### config.mk
export PLATFORM = sky130hd
export DESIGN_NAME = psw_unit
export DESIGN_NICKNAME = d
export VERILOG_FILES = /design/src/rtl/psw_pkg.sv /design/src/rtl/psw_decode.sv /design/src/rtl/psw_next.sv /design/src/rtl/psw_busport.sv /design/src/rtl/psw_unit.sv
export SDC_FILE = /design/constraint.sdc
export NUM_CORES = 1
export LEC_CHECK = 0
export ABC_AREA = 1
export BUFFER_PORTS_ARGS = -buffer_cell sky130_fd_sc_hd__buf_2
export CAP_MARGIN = 20
export CORE_UTILIZATION = 37
export DETAILED_ROUTE_END_ITERATION = 8
export PLACE_DENSITY = 0.86
export REMOVE_ABC_BUFFERS = 1
export SYNTH_ARGS = -nofsm -noshare
export SYNTH_HDL_FRONTEND = slang
export SYNTH_SLANG_ARGS = --single-unit
### constraint.sdc
create_clock -name clk -period 1.11 [get_ports clk]
set_clock_uncertainty 0.1 [all_clocks]
set_input_delay 0.222 -clock clk [delete_from_list [all_inputs] [get_ports clk]]
set_output_delay 0.222 -clock clk [all_outputs]
set_load 0.05 [all_outputs]
### src/rtl/psw_pkg.sv
package psw_pkg;
  localparam int FLAG_W = 8;
  localparam int ALU_W  = 6;
  localparam int SEL_W  = $clog2(FLAG_W);

  localparam int B_C = 0;
  localparam int B_Z = 1;
  localparam int B_N = 2;
  localparam int B_V = 3;
  localparam int B_S = 4;
  localparam int B_H = 5;
  localparam int B_T = 6;
  localparam int B_I = 7;

  typedef logic [FLAG_W-1:0] flags_t;

  // single-word flag set/clear family: 1001_0100_cbbb_1000
  function automatic logic f_is_flag_op(input logic [15:0] op);
    return (op[15:8] == 8'h94) && (op[3:0] == 4'h8);
  endfunction

  function automatic logic f_is_reti(input logic [15:0] op);
    return op == 16'h9518;
  endfunction

  function automatic logic f_is_bst(input logic [15:0] op);
    return (op & 16'hFE08) == 16'hFA00;
  endfunction

  function automatic logic f_is_bld(input logic [15:0] op);
    return (op & 16'hFE08) == 16'hF800;
  endfunction

  function automatic flags_t f_put_bit(input flags_t v, input logic [SEL_W-1:0] idx,
                                       input logic b);
    flags_t r;
    r = v;
    r[idx] = b;
    return r;
  endfunction

  function automatic logic f_sign(input logic n, input logic ovf);
    return n ^ ovf;
  endfunction
endpackage

### src/rtl/psw_decode.sv
module psw_decode
  import psw_pkg::*;
(
  input  logic             op_valid,
  input  logic [15:0]      opcode,
  output logic             flag_hit,
  output logic             flag_clr,
  output logic [SEL_W-1:0] flag_idx,
  output logic             reti_hit,
  output logic             bst_hit,
  output logic             bld_hit,
  output logic [SEL_W-1:0] bit_sel
);
  assign flag_hit = op_valid && f_is_flag_op(opcode);
  assign flag_clr = opcode[7];
  assign flag_idx = opcode[6:4];
  assign reti_hit = op_valid && f_is_reti(opcode);
  assign bst_hit  = op_valid && f_is_bst(opcode);
  assign bld_hit  = op_valid && f_is_bld(opcode);
  assign bit_sel  = opcode[2:0];
endmodule

### src/rtl/psw_next.sv
module psw_next
  import psw_pkg::*;
(
  input  flags_t           cur,
  input  logic [ALU_W-1:0] alu_we,
  input  logic [ALU_W-1:0] alu_val,
  input  logic             flag_hit,
  input  logic             flag_clr,
  input  logic [SEL_W-1:0] flag_idx,
  input  logic             bst_hit,
  input  logic             bst_bit,
  input  logic             bus_wr_hit,
  input  flags_t           bus_wdata,
  input  logic             reti_hit,
  input  logic             irq_take,
  output flags_t           nxt
);
  flags_t stage;

  for (genvar b = 0; b < FLAG_W; b++) begin : g_bit
    logic v_alu;
    logic v_fin;
    if (b < ALU_W) begin : g_alu
      assign v_alu = alu_we[b] ? alu_val[b] : cur[b];
    end else begin : g_keep
      assign v_alu = cur[b];
    end
    always_comb begin
      v_fin = v_alu;
      if (b == B_T && bst_hit) v_fin = bst_bit;
      if (flag_hit && flag_idx == SEL_W'(b)) v_fin = ~flag_clr;
      if (bus_wr_hit) v_fin = bus_wdata[b];
      if (b == B_I && reti_hit) v_fin = 1'b1;
      if (b == B_I && irq_take) v_fin = 1'b0;
    end
    assign stage[b] = v_fin;
  end

  // requested S value is discarded: S is rebuilt from N and V
  logic s_request_unused;
  assign s_request_unused = stage[B_S];

  always_comb begin
    nxt      = stage;
    nxt[B_S] = f_sign(stage[B_N], stage[B_V]);
  end
endmodule

### src/rtl/psw_busport.sv
module psw_busport
  import psw_pkg::*;
#(
  parameter int          ADDR_W    = 16,
  parameter logic [15:0] REG_ADDR  = 16'h005F
) (
  input  logic [ADDR_W-1:0] bus_addr,
  input  logic              bus_wr,
  input  flags_t            cur,
  output logic              bus_wr_hit,
  output flags_t            bus_rdata
);
  logic sel;
  assign sel        = (bus_addr == ADDR_W'(REG_ADDR));
  assign bus_wr_hit = sel && bus_wr;
  assign bus_rdata  = sel ? cur : '0;
endmodule

### src/rtl/psw_unit.sv
module psw_unit
  import psw_pkg::*;
#(
  parameter int          ADDR_W   = 16,
  parameter logic [15:0] REG_ADDR = 16'h005F
) (
  input  logic                 clk,
  input  logic                 rst_n,
  input  logic                 op_valid,
  input  logic [15:0]          opcode,
  input  logic [ALU_W-1:0]     alu_we,
  input  logic [ALU_W-1:0]     alu_val,
  input  logic                 irq_take,
  input  logic [FLAG_W-1:0]    rd_value,
  input  logic [ADDR_W-1:0]    bus_addr,
  input  logic                 bus_wr,
  input  logic [FLAG_W-1:0]    bus_wdata,
  output logic [FLAG_W-1:0]    bus_rdata,
  output logic                 bld_wr,
  output logic [FLAG_W-1:0]    bld_result,
  output logic [FLAG_W-1:0]    flags
);
  flags_t           flag_q;
  flags_t           flag_d;
  logic             flag_hit;
  logic             flag_clr;
  logic [SEL_W-1:0] flag_idx;
  logic             reti_hit;
  logic             bst_hit;
  logic             bld_hit;
  logic [SEL_W-1:0] bit_sel;
  logic             bus_wr_hit;
  logic             bst_bit;

  psw_decode u_decode (
    .op_valid (op_valid),
    .opcode   (opcode),
    .flag_hit (flag_hit),
    .flag_clr (flag_clr),
    .flag_idx (flag_idx),
    .reti_hit (reti_hit),
    .bst_hit  (bst_hit),
    .bld_hit  (bld_hit),
    .bit_sel  (bit_sel)
  );

  psw_busport #(.ADDR_W(ADDR_W), .REG_ADDR(REG_ADDR)) u_bus (
    .bus_addr   (bus_addr),
    .bus_wr     (bus_wr),
    .cur        (flag_q),
    .bus_wr_hit (bus_wr_hit),
    .bus_rdata  (bus_rdata)
  );

  assign bst_bit = rd_value[bit_sel];

  psw_next u_next (
    .cur        (flag_q),
    .alu_we     (alu_we),
    .alu_val    (alu_val),
    .flag_hit   (flag_hit),
    .flag_clr   (flag_clr),
    .flag_idx   (flag_idx),
    .bst_hit    (bst_hit),
    .bst_bit    (bst_bit),
    .bus_wr_hit (bus_wr_hit),
    .bus_wdata  (bus_wdata),
    .reti_hit   (reti_hit),
    .irq_take   (irq_take),
    .nxt        (flag_d)
  );

  always_ff @(posedge clk or negedge rst_n) begin
    if (!rst_n) flag_q <= '0;
    else        flag_q <= flag_d;
  end

  assign flags      = flag_q;
  assign bld_wr     = bld_hit;
  assign bld_result = f_put_bit(rd_value, bit_sel, flag_q[B_T]);
endmodule

==> results of run 1 <==
[final timing paths]
kind / slack [ns] / end / start
max in group asynchronous: 0.50 / flags[6] / rst_n
min in group asynchronous: 0.22 / flags[3] / rst_n
hold reg to reg: 0.57 / flags[7] / flags[7]
setup / recovery: -0.38 / bus_rdata[6] / bus_addr[15]
hold / removal: 0.06 / flags[0] / bus_wdata[0]
setup reg to reg: -0.12 / flags[4] / flags[3]
[stage by stage]
| stage | setup TNS, ns | hold slack [ns] | utilization, % | cells |
|---|---|---|---|---|
| 6_report | -7.61 | 0.0623 | 80.2 | 388 |
| 5_1_grt | -8.53 | 0.0820 | 80.2 | 388 |
| 4_1_cts | -5.34 | 0.0786 | 73.9 | 386 |
| 3_5_place_dp | -8.72 | -0.0286 | 59.4 | 370 |
| 3_3_place_gp | -8.06 | -0.0338 | 59.4 | 370 |
| 2_1_floorplan | -15.73 | -0.174 | - | 218 |
[Yosys cell counts, drive strengths merged]
master / instances
a21oi: 8
a31oi: 1
buf: 4
dfrtp: 8
inv: 33
mux2: 2
nand2: 66
nand3: 24
nand4: 10
nor2: 46
nor3: 4
o211ai: 1
o21ai: 14
or2: 1
[cell families after synthesis]
family          count (synthesis)
mux                             2
buf+inv                        37
simple gates                  151
compound gates                 24
flops                           8
[area by class of cell]
cell class              count  area (um^2)
clock buffers               3         22.5
flip-flops and latches      8          201
repair inverters            1         6.26
inverters                  33          141
fillers                   198          614
multi-input cells         177         1090
well taps                  44         55.1
repair buffers            122          972
[worst register-to-register path: stages (launching register included)]
cell	delay (ns)
sky130_fd_sc_hd__dfrtp_1	0.36
sky130_fd_sc_hd__inv_1	0.09
sky130_fd_sc_hd__o21ai_0	0.22
sky130_fd_sc_hd__inv_1	0.06
sky130_fd_sc_hd__nand2_1	0.08
sky130_fd_sc_hd__nand3_2	0.07
sky130_fd_sc_hd__nand2_2	0.07
sky130_fd_sc_hd__nand2_1	0.05
sky130_fd_sc_hd__nand2_1	0.07
[report_power, final]
| part | internal [W] | leakage (nW) | switching [W] |
|---|---|---|---|
| logic | 0.000367 | 1.16 | 0.000510 |
| registers | 0.000321 | 0.0969 | 0.0000308 |
| clock network | 0.000125 | 0.0138 | 0.000117 |
[layer usage]
layer  GRT usage [%]  routed length, um  vias to the layer above
met1            31.7               2040                      914
met3            4.76                463                       37
met5               0                  0                        -
li1                -                  -                      963
met4            15.0                251                        0
met2            50.5               2670                      144
[timing repair]
item                                    4_1_cts  5_1_grt
hold endpoints to repair                      8        0
cloned                                        0        1
setup buffers                                13        2
resized for setup                           108       47
pin swaps                                    29       12
endpoints found under the setup margin       31       33
hold buffers                                  1        0
==> metrics.txt, run 1 <==
worst setup path category in -> out; xor/xnor cell area share of the yosys netlist 0%; largest cells by area after synthesis sky130_fd_sc_hd__nand2_1 19%, sky130_fd_sc_hd__dfrtp_1 16%, sky130_fd_sc_hd__nor2_1 12%; area added between synthesis and finish 101%; DR vias/cell 5.30; largest incremental delay on the critical path about 0.20 ns; unique cell type count in the Yosys netlist 24; setup repair after global routing missed its margin yes; CTS tree yes; Post-Synthesis Cell Area 1240 um^2; global-route wire length before repair 7650 um; post-synthesis instance total roughly 220; CP Max Fanout 8; Hold Path Depth 3; fraction of layout cells with a size suffix above 1 between 50 and 60%; Chip Height approximately 60 um; die width 59.9 um; Worst EP arrival between 1 and 1.5 ns; cell family with most CP delay simple AND/OR/NAND/NOR gates; CP Capture Type primary output; max FFs per register 8; number of hold violations in the final report 0; buffering stage count on the worst path with inverters included 2; dominant combinational cell family by area after synthesis simple AND/OR/NAND/NOR gates; number of placement rows 20; Critical Path Stages 7; routed via count 2058; fraction of the mapped netlist area in adder cells 0%; Total GRT Usage 28.2%; number of synthesized register bits 8; failing checks negative setup slack; count of unresolved DRC violations after routing 0; worst slack, placed -0.454 ns; post-layout total power ~0.0015 W; number of clock sinks seen by CTS 8; maximum number of pins on one net before global-route repair 11; die footprint 3580 um^2; worst slew margin relative to its limit a little under nine tenths; number of global-route vias before repair 1868; cell chosen for the clock root sky130_fd_sc_hd__clkbuf_4; CTS H-tree depth 1; number of synthesis warnings 0; synthesized-area fraction occupied by and/or/nand/nor cells 57.9%; share of the synthesized area in the top cell type 19.1%; outcome finished with violations; leakage power figure 1.28 nW; antenna cell count 0; most frequent standard cell in the layout excluding fill and tap cells sky130_fd_sc_hd__nand2_1; number of cells on the worst reg-to-reg path 8; critical-path cell list buf_6, nor2_2, nand2_1, nor2_4, nand2_8, nor2_2, buf_6; number of I/O port buffers 86; power density normalized to cell area 590 nW/um^2; Remaining Overflow, GRT 0; buffer levels on the longest clock path 2; number of design-rule violations left by the first detailed-router iteration 140; synthesized-area fraction occupied by ao, oa, aoi and oai cells 10.3%; RePlAce Congestion 0.816; Post-DP Area 1840 um^2; largest vdd supply drop around 0.27 mV; required time of the critical path between 0.7 and 0.8 ns; final non-filler cell area approximately 2500 um^2; sum of net half-perimeters after detailed placement 3170 um; antenna violations before repair 0; Maximum Capacitance Violations 0; Seq/Total Area, Yosys around 16%; number of pins with negative max-slew slack in the final report 0; multiplexer share of the synthesized area 1.82%; total core area slightly above 3000 um^2; library cell occupying the most area in the post-synthesis netlist sky130_fd_sc_hd__nand2_1; overall routed net length 5420 um; number of optimization iterations in the first detailed-route pass 4; fin nets 411; Clock Latency Late Sink 0.27 ns; routed wire length per instance around 14 um; initial core utilization between 30% and 40%; Highest Clock Rate 670 MHz; slowest cell on the critical path sky130_fd_sc_hd__nor2_4; share of the clock period used by the worst path 134%; Detail Route Antenna Nets 0; clock edge transition at the registers on the reported setup and hold paths approximately 0.06 ns; minimum period implied by the final worst setup slack roughly 1.5 ns; type of the most critical hold path in -> reg; mean post-synth cell area ~5.6 um^2; TritonCTS Buffers 3; crit path launch type input port; setup-violating endpoint count in the final report 33; Worst Tran Pin Value 0.221 ns; worst setup slack after layout -0.383 ns; I/O Pins 90; highest-count cells in the layout ignoring fill and taps 53 x sky130_fd_sc_hd__nand2_1, 49 x sky130_fd_sc_hd__buf_2, 33 x sky130_fd_sc_hd__buf_4
(Power assumes the default switching activity.)
==> inputs of run 2 (changes only) <==
--- a/config.mk
+++ b/config.mk
@@ -11,7 +11,7 @@
 export CORE_UTILIZATION = 37
 export DETAILED_ROUTE_END_ITERATION = 8
 export PLACE_DENSITY = 0.86
-export REMOVE_ABC_BUFFERS = 1
 export SYNTH_ARGS = -nofsm -noshare
 export SYNTH_HDL_FRONTEND = slang
 export SYNTH_SLANG_ARGS = --single-unit
+export TNS_END_PERCENT = 20
==> metrics.txt, run 2 (synthesis results as in run 1) <==
outcome finished with violations (unchanged); failing checks negative setup slack (unchanged); CP Capture Type primary output (unchanged); maximum number of pins on one net before global-route repair 10 (was 11); Highest Clock Rate 646 MHz (was 670 MHz); type of the most critical hold path in -> reg (unchanged); antenna violations before repair 0 (unchanged); RePlAce Congestion 0.865 (was 0.816); count of unresolved DRC violations after routing 0 (unchanged); number of global-route vias before repair 1720 (was 1868); initial core utilization 39.9% (unchanged); clock edge transition at the registers on the reported setup and hold paths 0.06 ns (about the same); worst setup path category reg -> out (was in -> out); Detail Route Antenna Nets 0 (unchanged); largest vdd supply drop 0.419 mV (was 0.273 mV); fraction of layout cells with a size suffix above 1 53.1% (was 58.4%); buffer levels on the longest clock path 2 (unchanged); final non-filler cell area 2420 um^2 (was 2490 um^2); cell family with most CP delay buffers and inverters (was simple AND/OR/NAND/NOR gates); setup repair after global routing missed its margin yes (unchanged); number of pins with negative max-slew slack in the final report 0 (unchanged); CTS tree yes (unchanged); critical-path cell list clkinvlp_4, buf_12, o21ai_4, buf_6 (was buf_6, nor2_2, nand2_1, nor2_4, nand2_8, nor2_2, buf_6); area added between synthesis and finish 95.8% (was 101%); number of optimization iterations in the first detailed-route pass 5 (was 4); required time of the critical path 0.79 ns (about the same); sum of net half-perimeters after detailed placement 3230 um (was 3170 um); leakage power figure 1.25 nW (was 1.28 nW); routed via count 1869 (was 2058); Worst EP arrival 1.23 ns (was 1.17 ns); die footprint 3580 um^2 (unchanged); TritonCTS Buffers 3 (unchanged); Chip Height 59.9 um (unchanged); net count of the mapped netlist 287; Maximum Capacitance Violations 0 (unchanged); Clock Latency Late Sink 0.27 ns (about the same); number of I/O port buffers 86 (unchanged); max FFs per register 8 (unchanged); worst slew margin relative to its limit 84.1% (was 85.1%); minimum period implied by the final worst setup slack 1.55 ns (was 1.49 ns); core utilization of the finished layout 78.1% (was 80.2%); antenna cell count 0 (unchanged); CTS H-tree depth 1 (unchanged); die width 59.9 um (unchanged); buffering stage count on the worst path with inverters included 3 (was 2); number of placement rows 20 (unchanged); number of hold violations in the final report 0 (unchanged); setup-violating endpoint count in the final report 31 (was 33); crit path launch type register (was input port); cell chosen for the clock root sky130_fd_sc_hd__clkbuf_4 (unchanged); global-route wire length before repair 6510 um (was 7650 um); Post-DP Area 2090 um^2 (was 1840 um^2); number of clock sinks seen by CTS 8 (unchanged); highest-count cells in the layout ignoring fill and taps 61 x sky130_fd_sc_hd__nand2_1, 56 x sky130_fd_sc_hd__buf_2, 30 x sky130_fd_sc_hd__buf_4 (was 53 x sky130_fd_sc_hd__nand2_1, 49 x sky130_fd_sc_hd__buf_2, 33 x sky130_fd_sc_hd__buf_4); Total GRT Usage 23.4% (was 28.2%); DR vias/cell 4.83 (was 5.30); Remaining Overflow, GRT 0 (unchanged); overall routed net length 4410 um (was 5420 um); Worst Tran Pin Value 0.238 ns (was 0.221 ns); most frequent standard cell in the layout excluding fill and tap cells sky130_fd_sc_hd__nand2_1 (unchanged); share of the clock period used by the worst path 140% (was 134%); CP Max Fanout 9 (was 8); total core area 3100 um^2 (unchanged); largest incremental delay on the critical path 0.39 ns (was 0.20 ns); routed wire length per instance 11.4 um (was 14.0 um); worst setup slack after layout -0.439 ns (was -0.383 ns); fin nets 409 (was 411); flop-to-flop setup slack -0.05 ns (was -0.12 ns); I/O Pins 90 (unchanged); power density normalized to cell area 604 nW/um^2 (was 590 nW/um^2); number of design-rule violations left by the first detailed-router iteration 80 (was 140); slowest cell on the critical path sky130_fd_sc_hd__dfrtp_2 (was sky130_fd_sc_hd__nor2_4)
## run 2: final cells by class
cell class / instances / area [um^2]
multi-input cells: 177 / 1070
repair buffers: 121 / 941
fillers: 235 / 678
flip-flops and latches: 8 / 201
inverters: 33 / 130
well taps: 44 / 55.1
clock buffers: 4 / 26.3
## run 2: layer usage
layer	global-route usage (%)	wire, um	share of wire (%)
met5	0	0	0
met2	46.8	2350	53
met3	4.11	279	6.3
met4	4.98	62	1.4
met1	24.9	1720	39
## run 2: worst register-to-register path: stages (launching register included)
cell                      delay, ns
sky130_fd_sc_hd__dfrtp_1       0.39
sky130_fd_sc_hd__inv_1         0.12
sky130_fd_sc_hd__o21ai_0       0.10
sky130_fd_sc_hd__nand2_1       0.07
sky130_fd_sc_hd__nand2_1       0.06
sky130_fd_sc_hd__nand2_1       0.08
sky130_fd_sc_hd__nand2_2       0.06
sky130_fd_sc_hd__nand2_1       0.05
sky130_fd_sc_hd__nand2_1       0.04
## run 2: final timing paths
kind                              startpoint             to  cells past startpoint
worst max-delay path                flags[6]  bld_result[4]                      4
max in group asynchronous              rst_n       flags[6]                      2
min in group asynchronous              rst_n       flags[4]                      2
worst min register to register      flags[7]       flags[7]                      2
worst max register to register      flags[2]       flags[4]                      8
worst min-delay path            bus_wdata[5]       flags[5]                      3
## run 2: where the power goes
| part | switching [W] | leakage, nW | internal [W] |
|---|---|---|---|
| Combinational | 0.000497 | 1.14 | 0.000362 |
| Sequential | 0.0000232 | 0.0969 | 0.000320 |
| Clock | 0.000124 | 0.0150 | 0.000139 |
## run 2: repair_timing
item | CTS | global route
buffers inserted | 0 | 2
gates resized for setup | 52 | 32
endpoints found under the hold margin | 8 | 0
endpoints found under the setup margin | 33 | 33
pin swaps | 1 | 8
hold buffers | 1 | 0
## run 2: metrics by stage
step	hold WS (ns)	TNS (ns)	total power (W)	setup WS, ns	std cells
3_3_place_gp	-0.0241	-8.45	0.00107	-0.412	380
4_1_cts	0.0659	-7.62	0.00141	-0.433	385
3_5_place_dp	-0.0225	-9.15	0.00108	-0.453	380
5_1_grt	0.0699	-8.66	0.00155	-0.474	387
2_1_floorplan	-0.174	-10.10	0.000798	-0.585	222
6_report	0.0612	-7.11	0.00146	-0.439	387
==> inputs of run 3 (changes only) <==
--- a/config.mk
+++ b/config.mk
@@ -8,10 +8,11 @@
 export ABC_AREA = 1
 export BUFFER_PORTS_ARGS = -buffer_cell sky130_fd_sc_hd__buf_2
 export CAP_MARGIN = 20
-export CORE_UTILIZATION = 37
+export CORE_UTILIZATION = 36
 export DETAILED_ROUTE_END_ITERATION = 8
 export PLACE_DENSITY = 0.86
 export SYNTH_ARGS = -nofsm -noshare
 export SYNTH_HDL_FRONTEND = slang
+export SYNTH_HIERARCHICAL = 1
 export SYNTH_SLANG_ARGS = --single-unit
 export TNS_END_PERCENT = 20
==> metrics.txt, run 3 <==
CP startpoint flags[6] (unchanged); share of the clock period used by the worst path 139% (was 140%); highest-count cells in the layout ignoring fill and taps 67 x sky130_fd_sc_hd__nand2_1, 61 x sky130_fd_sc_hd__buf_2, 26 x sky130_fd_sc_hd__inv_1 (was 61 x sky130_fd_sc_hd__nand2_1, 56 x sky130_fd_sc_hd__buf_2, 30 x sky130_fd_sc_hd__buf_4); async set-reset flop share out of synthesis 100% (unchanged); DR vias/cell 4.50 (was 4.83); final non-filler cell area 2100 um^2 (was 2420 um^2); net switching share of the total power 42.7% (was 43.9%); leakage power figure 1.14 nW (was 1.25 nW); EDFF count, synth 0 (unchanged); clock edge transition at the registers on the reported setup and hold paths 0.07 ns (was 0.06 ns); CTS tree yes (unchanged); power density normalized to cell area 613 nW/um^2 (was 604 nW/um^2); number of design-rule violations left by the first detailed-router iteration 55 (was 80); maximum number of pins on one net before global-route repair 10 (unchanged); CP Capture Type primary output (unchanged); Worst Tran Pin Value 0.213 ns (was 0.238 ns); fin nets 376 (was 409); antenna cell count 0 (unchanged); type of the most critical hold path in -> reg (unchanged); post-synthesis instance total 211 (was 222); buffer levels on the longest clock path 2 (unchanged); setup-violating endpoint count in the final report 33 (was 31); Remaining Overflow, GRT 0 (unchanged); number of optimization iterations in the first detailed-route pass 4 (was 5); cell internal pwr 0.000738 W (was 0.000821 W); routed wire length per instance 10.3 um (was 11.4 um); largest incremental delay on the critical path 0.39 ns (about the same); worst slew margin relative to its limit 85.8% (was 84.1%); Worst Hold Margin 0.0490 ns (was 0.0612 ns); number of pins with negative max-slew slack in the final report 0 (unchanged); buffering stage count on the worst path with inverters included 3 (unchanged); number of cells on the worst reg-to-reg path 6 (was 8); Crit Reg-Reg Endpoint flags[4] (unchanged); most used standard cell by instance count after synthesis sky130_fd_sc_hd__nand2_1 (unchanged); library cell occupying the most area in the post-synthesis netlist sky130_fd_sc_hd__nand2_1 (unchanged); antenna violations before repair 0 (unchanged); combinational share of power 53.0% (was 58.6%); Highest Clock Rate 649 MHz (was 646 MHz); CP Max Fanout 8 (was 9); share of the synthesized area in the top cell type 22.1% (was 19.1%); RePlAce Congestion 0.901 (was 0.865); setup repair after global routing missed its margin yes (unchanged); reg2reg start flags[2] (unchanged); number of synthesized register bits 8 (unchanged); worst setup slack after layout -0.430 ns (was -0.439 ns); I/O Pins 90 (unchanged); Seq/Total Area, Yosys 17.3% (was 16.2%); core utilization of the finished layout 68.8% (was 78.1%); area added between synthesis and finish 81.6% (was 95.8%); Critical Path Stages 4 (unchanged); number of placement rows 20 (unchanged); fraction of layout cells with a size suffix above 1 52.3% (was 53.1%); Detail Route Antenna Nets 0 (unchanged); count of unresolved DRC violations after routing 0 (unchanged); sum of negative setup slack -7.64 ns (was -7.11 ns); critical path capture point bld_result[7] (was bld_result[4]); met3 routed wirelength 203 um (was 279 um); number of global-route vias before repair 1467 (was 1720); unique cell type count in the Yosys netlist 23 (was 24); max FFs per register 8 (unchanged); die footprint 3440 um^2 (was 3580 um^2); cell chosen for the clock root sky130_fd_sc_hd__clkbuf_4 (unchanged); Post-DP Area 1840 um^2 (was 2090 um^2); crit path launch type register (unchanged); number of clock sinks seen by CTS 8 (unchanged); net switching component of the power 0.000549 W (was 0.000644 W); largest vdd supply drop 0.448 mV (was 0.419 mV); number of filler instances in the final layout 256 (was 235); Clock Latency Late Sink 0.27 ns (about the same); mean post-synth cell area 5.48 um^2 (was 5.58 um^2); Commonest cells post-synth 68 x sky130_fd_sc_hd__nand2_1, 30 x sky130_fd_sc_hd__nor2_1, 29 x sky130_fd_sc_hd__inv_1 (was 63 x sky130_fd_sc_hd__nand2_1, 38 x sky130_fd_sc_hd__nor2_1, 27 x sky130_fd_sc_hd__inv_1); Worst EP arrival 1.22 ns (was 1.23 ns); largest cells by area after synthesis sky130_fd_sc_hd__nand2_1 22%, sky130_fd_sc_hd__dfrtp_1 17%, sky130_fd_sc_hd__nand3_1 10% (was sky130_fd_sc_hd__nand2_1 19%, sky130_fd_sc_hd__dfrtp_1 16%, sky130_fd_sc_hd__nor2_1 12%); global-route wire length before repair 5870 um (was 6510 um); number of I/O port buffers 86 (unchanged); minimum period implied by the final worst setup slack 1.54 ns (was 1.55 ns); proportion of power drawn by flip-flops and latches 26.1% (was 23.5%); M1 wire length 1430 um (was 1720 um); routed via count 1594 (was 1869); uppermost signal routing layer after detailed routing met4 (unchanged); outcome finished with violations (unchanged); die width 58.7 um (was 59.9 um); worst setup path category reg -> out (unchanged); Hold Path Depth 3 (unchanged); critical-path cell list clkinvlp_4, buf_12, o21ai_4, buf_8 (was clkinvlp_4, buf_12, o21ai_4, buf_6); CTS H-tree depth 1 (unchanged); flop-to-flop setup slack -0.04 ns (was -0.05 ns); required time of the critical path 0.79 ns (about the same); initial core utilization 37.9% (was 39.9%); Chip Height 58.7 um (was 59.9 um); sum of net half-perimeters after detailed placement 2760 um (was 3230 um); failing checks negative setup slack (unchanged); Post-Synthesis Cell Area 1160 um^2 (was 1240 um^2); net count of the mapped netlist 276 (was 287); total core area 3050 um^2 (was 3100 um^2); number of synthesis warnings 6 (was 0); overall routed net length 3630 um (was 4410 um); leading register cell type out of synthesis sky130_fd_sc_hd__dfrtp_1 (unchanged); Met2 Wirelength 1950 um (was 2350 um); Post-CTS Setup Inserts 0 (unchanged); Total GRT Usage 22.1% (was 23.4%); most frequent standard cell in the layout excluding fill and tap cells sky130_fd_sc_hd__nand2_1 (unchanged); Maximum Capacitance Violations 0 (unchanged); Clk pwr share 20.9% (was 17.9%); number of hold violations in the final report 0 (unchanged); TritonCTS Buffers 3 (unchanged); slowest cell on the critical path sky130_fd_sc_hd__dfrtp_2 (unchanged); cell family with most CP delay buffers and inverters (unchanged)
[run 3: cell count changes after synthesis, sizes merged, moves of 3 or more]
cell,previous run,this run
a21oi,8,2
buf,4,15
nand2,66,74
nand4,10,1
nor2,46,35
nor3,4,1
o21ai,14,9
[run 3: worst register-to-register path, cell delays in order, from the launching register on]
cell and delay (ns):
sky130_fd_sc_hd__dfrtp_1 0.40, sky130_fd_sc_hd__o21ai_0 0.19, sky130_fd_sc_hd__nand2_1 0.09, sky130_fd_sc_hd__nand3_2 0.08, sky130_fd_sc_hd__nand2_2 0.06, sky130_fd_sc_hd__nand2_1 0.07, sky130_fd_sc_hd__nand2_1 0.05
[run 3: per-layer routing]
layer / up-vias / global-route usage, %
li1: 832 / -
met1: 691 / 23.6
met2: 66 / 43.8
met3: 5 / 3.30
met4: 0 / 7.14
met5: - / 0
[run 3: stage by stage]
| stage | setup WS [ns] | power [W] | cells |
|---|---|---|---|
| after global routing | -0.481 | 0.00137 | 354 |
| after CTS | -0.436 | 0.00128 | 354 |
| after floorplan | -0.550 | 0.000755 | 211 |
| final | -0.430 | 0.00129 | 354 |
| after detailed placement | -0.485 | 0.000937 | 348 |
| after global placement | -0.415 | 0.000927 | 348 |
[run 3: worst min-delay path by stage]
stage / slack (ns) / startpoint / to
3_3_place_gp: -0.03 / rst_n / flags[1]
5_1_grt: 0.07 / bus_wdata[0] / flags[0]
6_report: 0.05 / bus_wdata[0] / flags[0]
2_1_floorplan: -0.17 / rst_n / flags[0]
4_1_cts: 0.04 / bus_wdata[5] / flags[5]
3_5_place_dp: -0.03 / rst_n / flags[1]
[run 3: final cells by class]
cell class	count	area [um^2]	area share, %
Multi-Input combinational cell	151	841	40.0
Timing Repair Buffer	111	825	39.3
Sequential cell	8	201	9.59
Inverter	36	151	7.21
Tap cell	44	55.1	2.62
Clock buffer	4	26.3	1.25
[run 3: what timing repair did]
item                                    CTS  global route
hold buffers                              2             0
pin swaps                                 3             4
endpoints found under the hold margin     9             0
gates resized for setup                  53            14
endpoints found under the setup margin   33            33
gates cloned                              0             0
[run 3: cells by family after synthesis]
logic type             Yosys count  synth area share, %
AND/OR/NAND/NOR                135                 50.9
buffers and inverters           52                 23.5
AO/OA/AOI/OAI                   14                 6.60
flip-flops                       8                 17.3
multiplexers                     2                 1.73
[run 3: power groups by stage]
stage	clock (W)	sequential [W]	combinational, W
after CTS	0.000273	0.000337	0.000667
final	0.000269	0.000336	0.000682
after global placement	0	0.000336	0.000591
after detailed placement	0	0.000337	0.000600
after floorplan	0	0.000419	0.000336
after global routing	0.000296	0.000342	0.000737
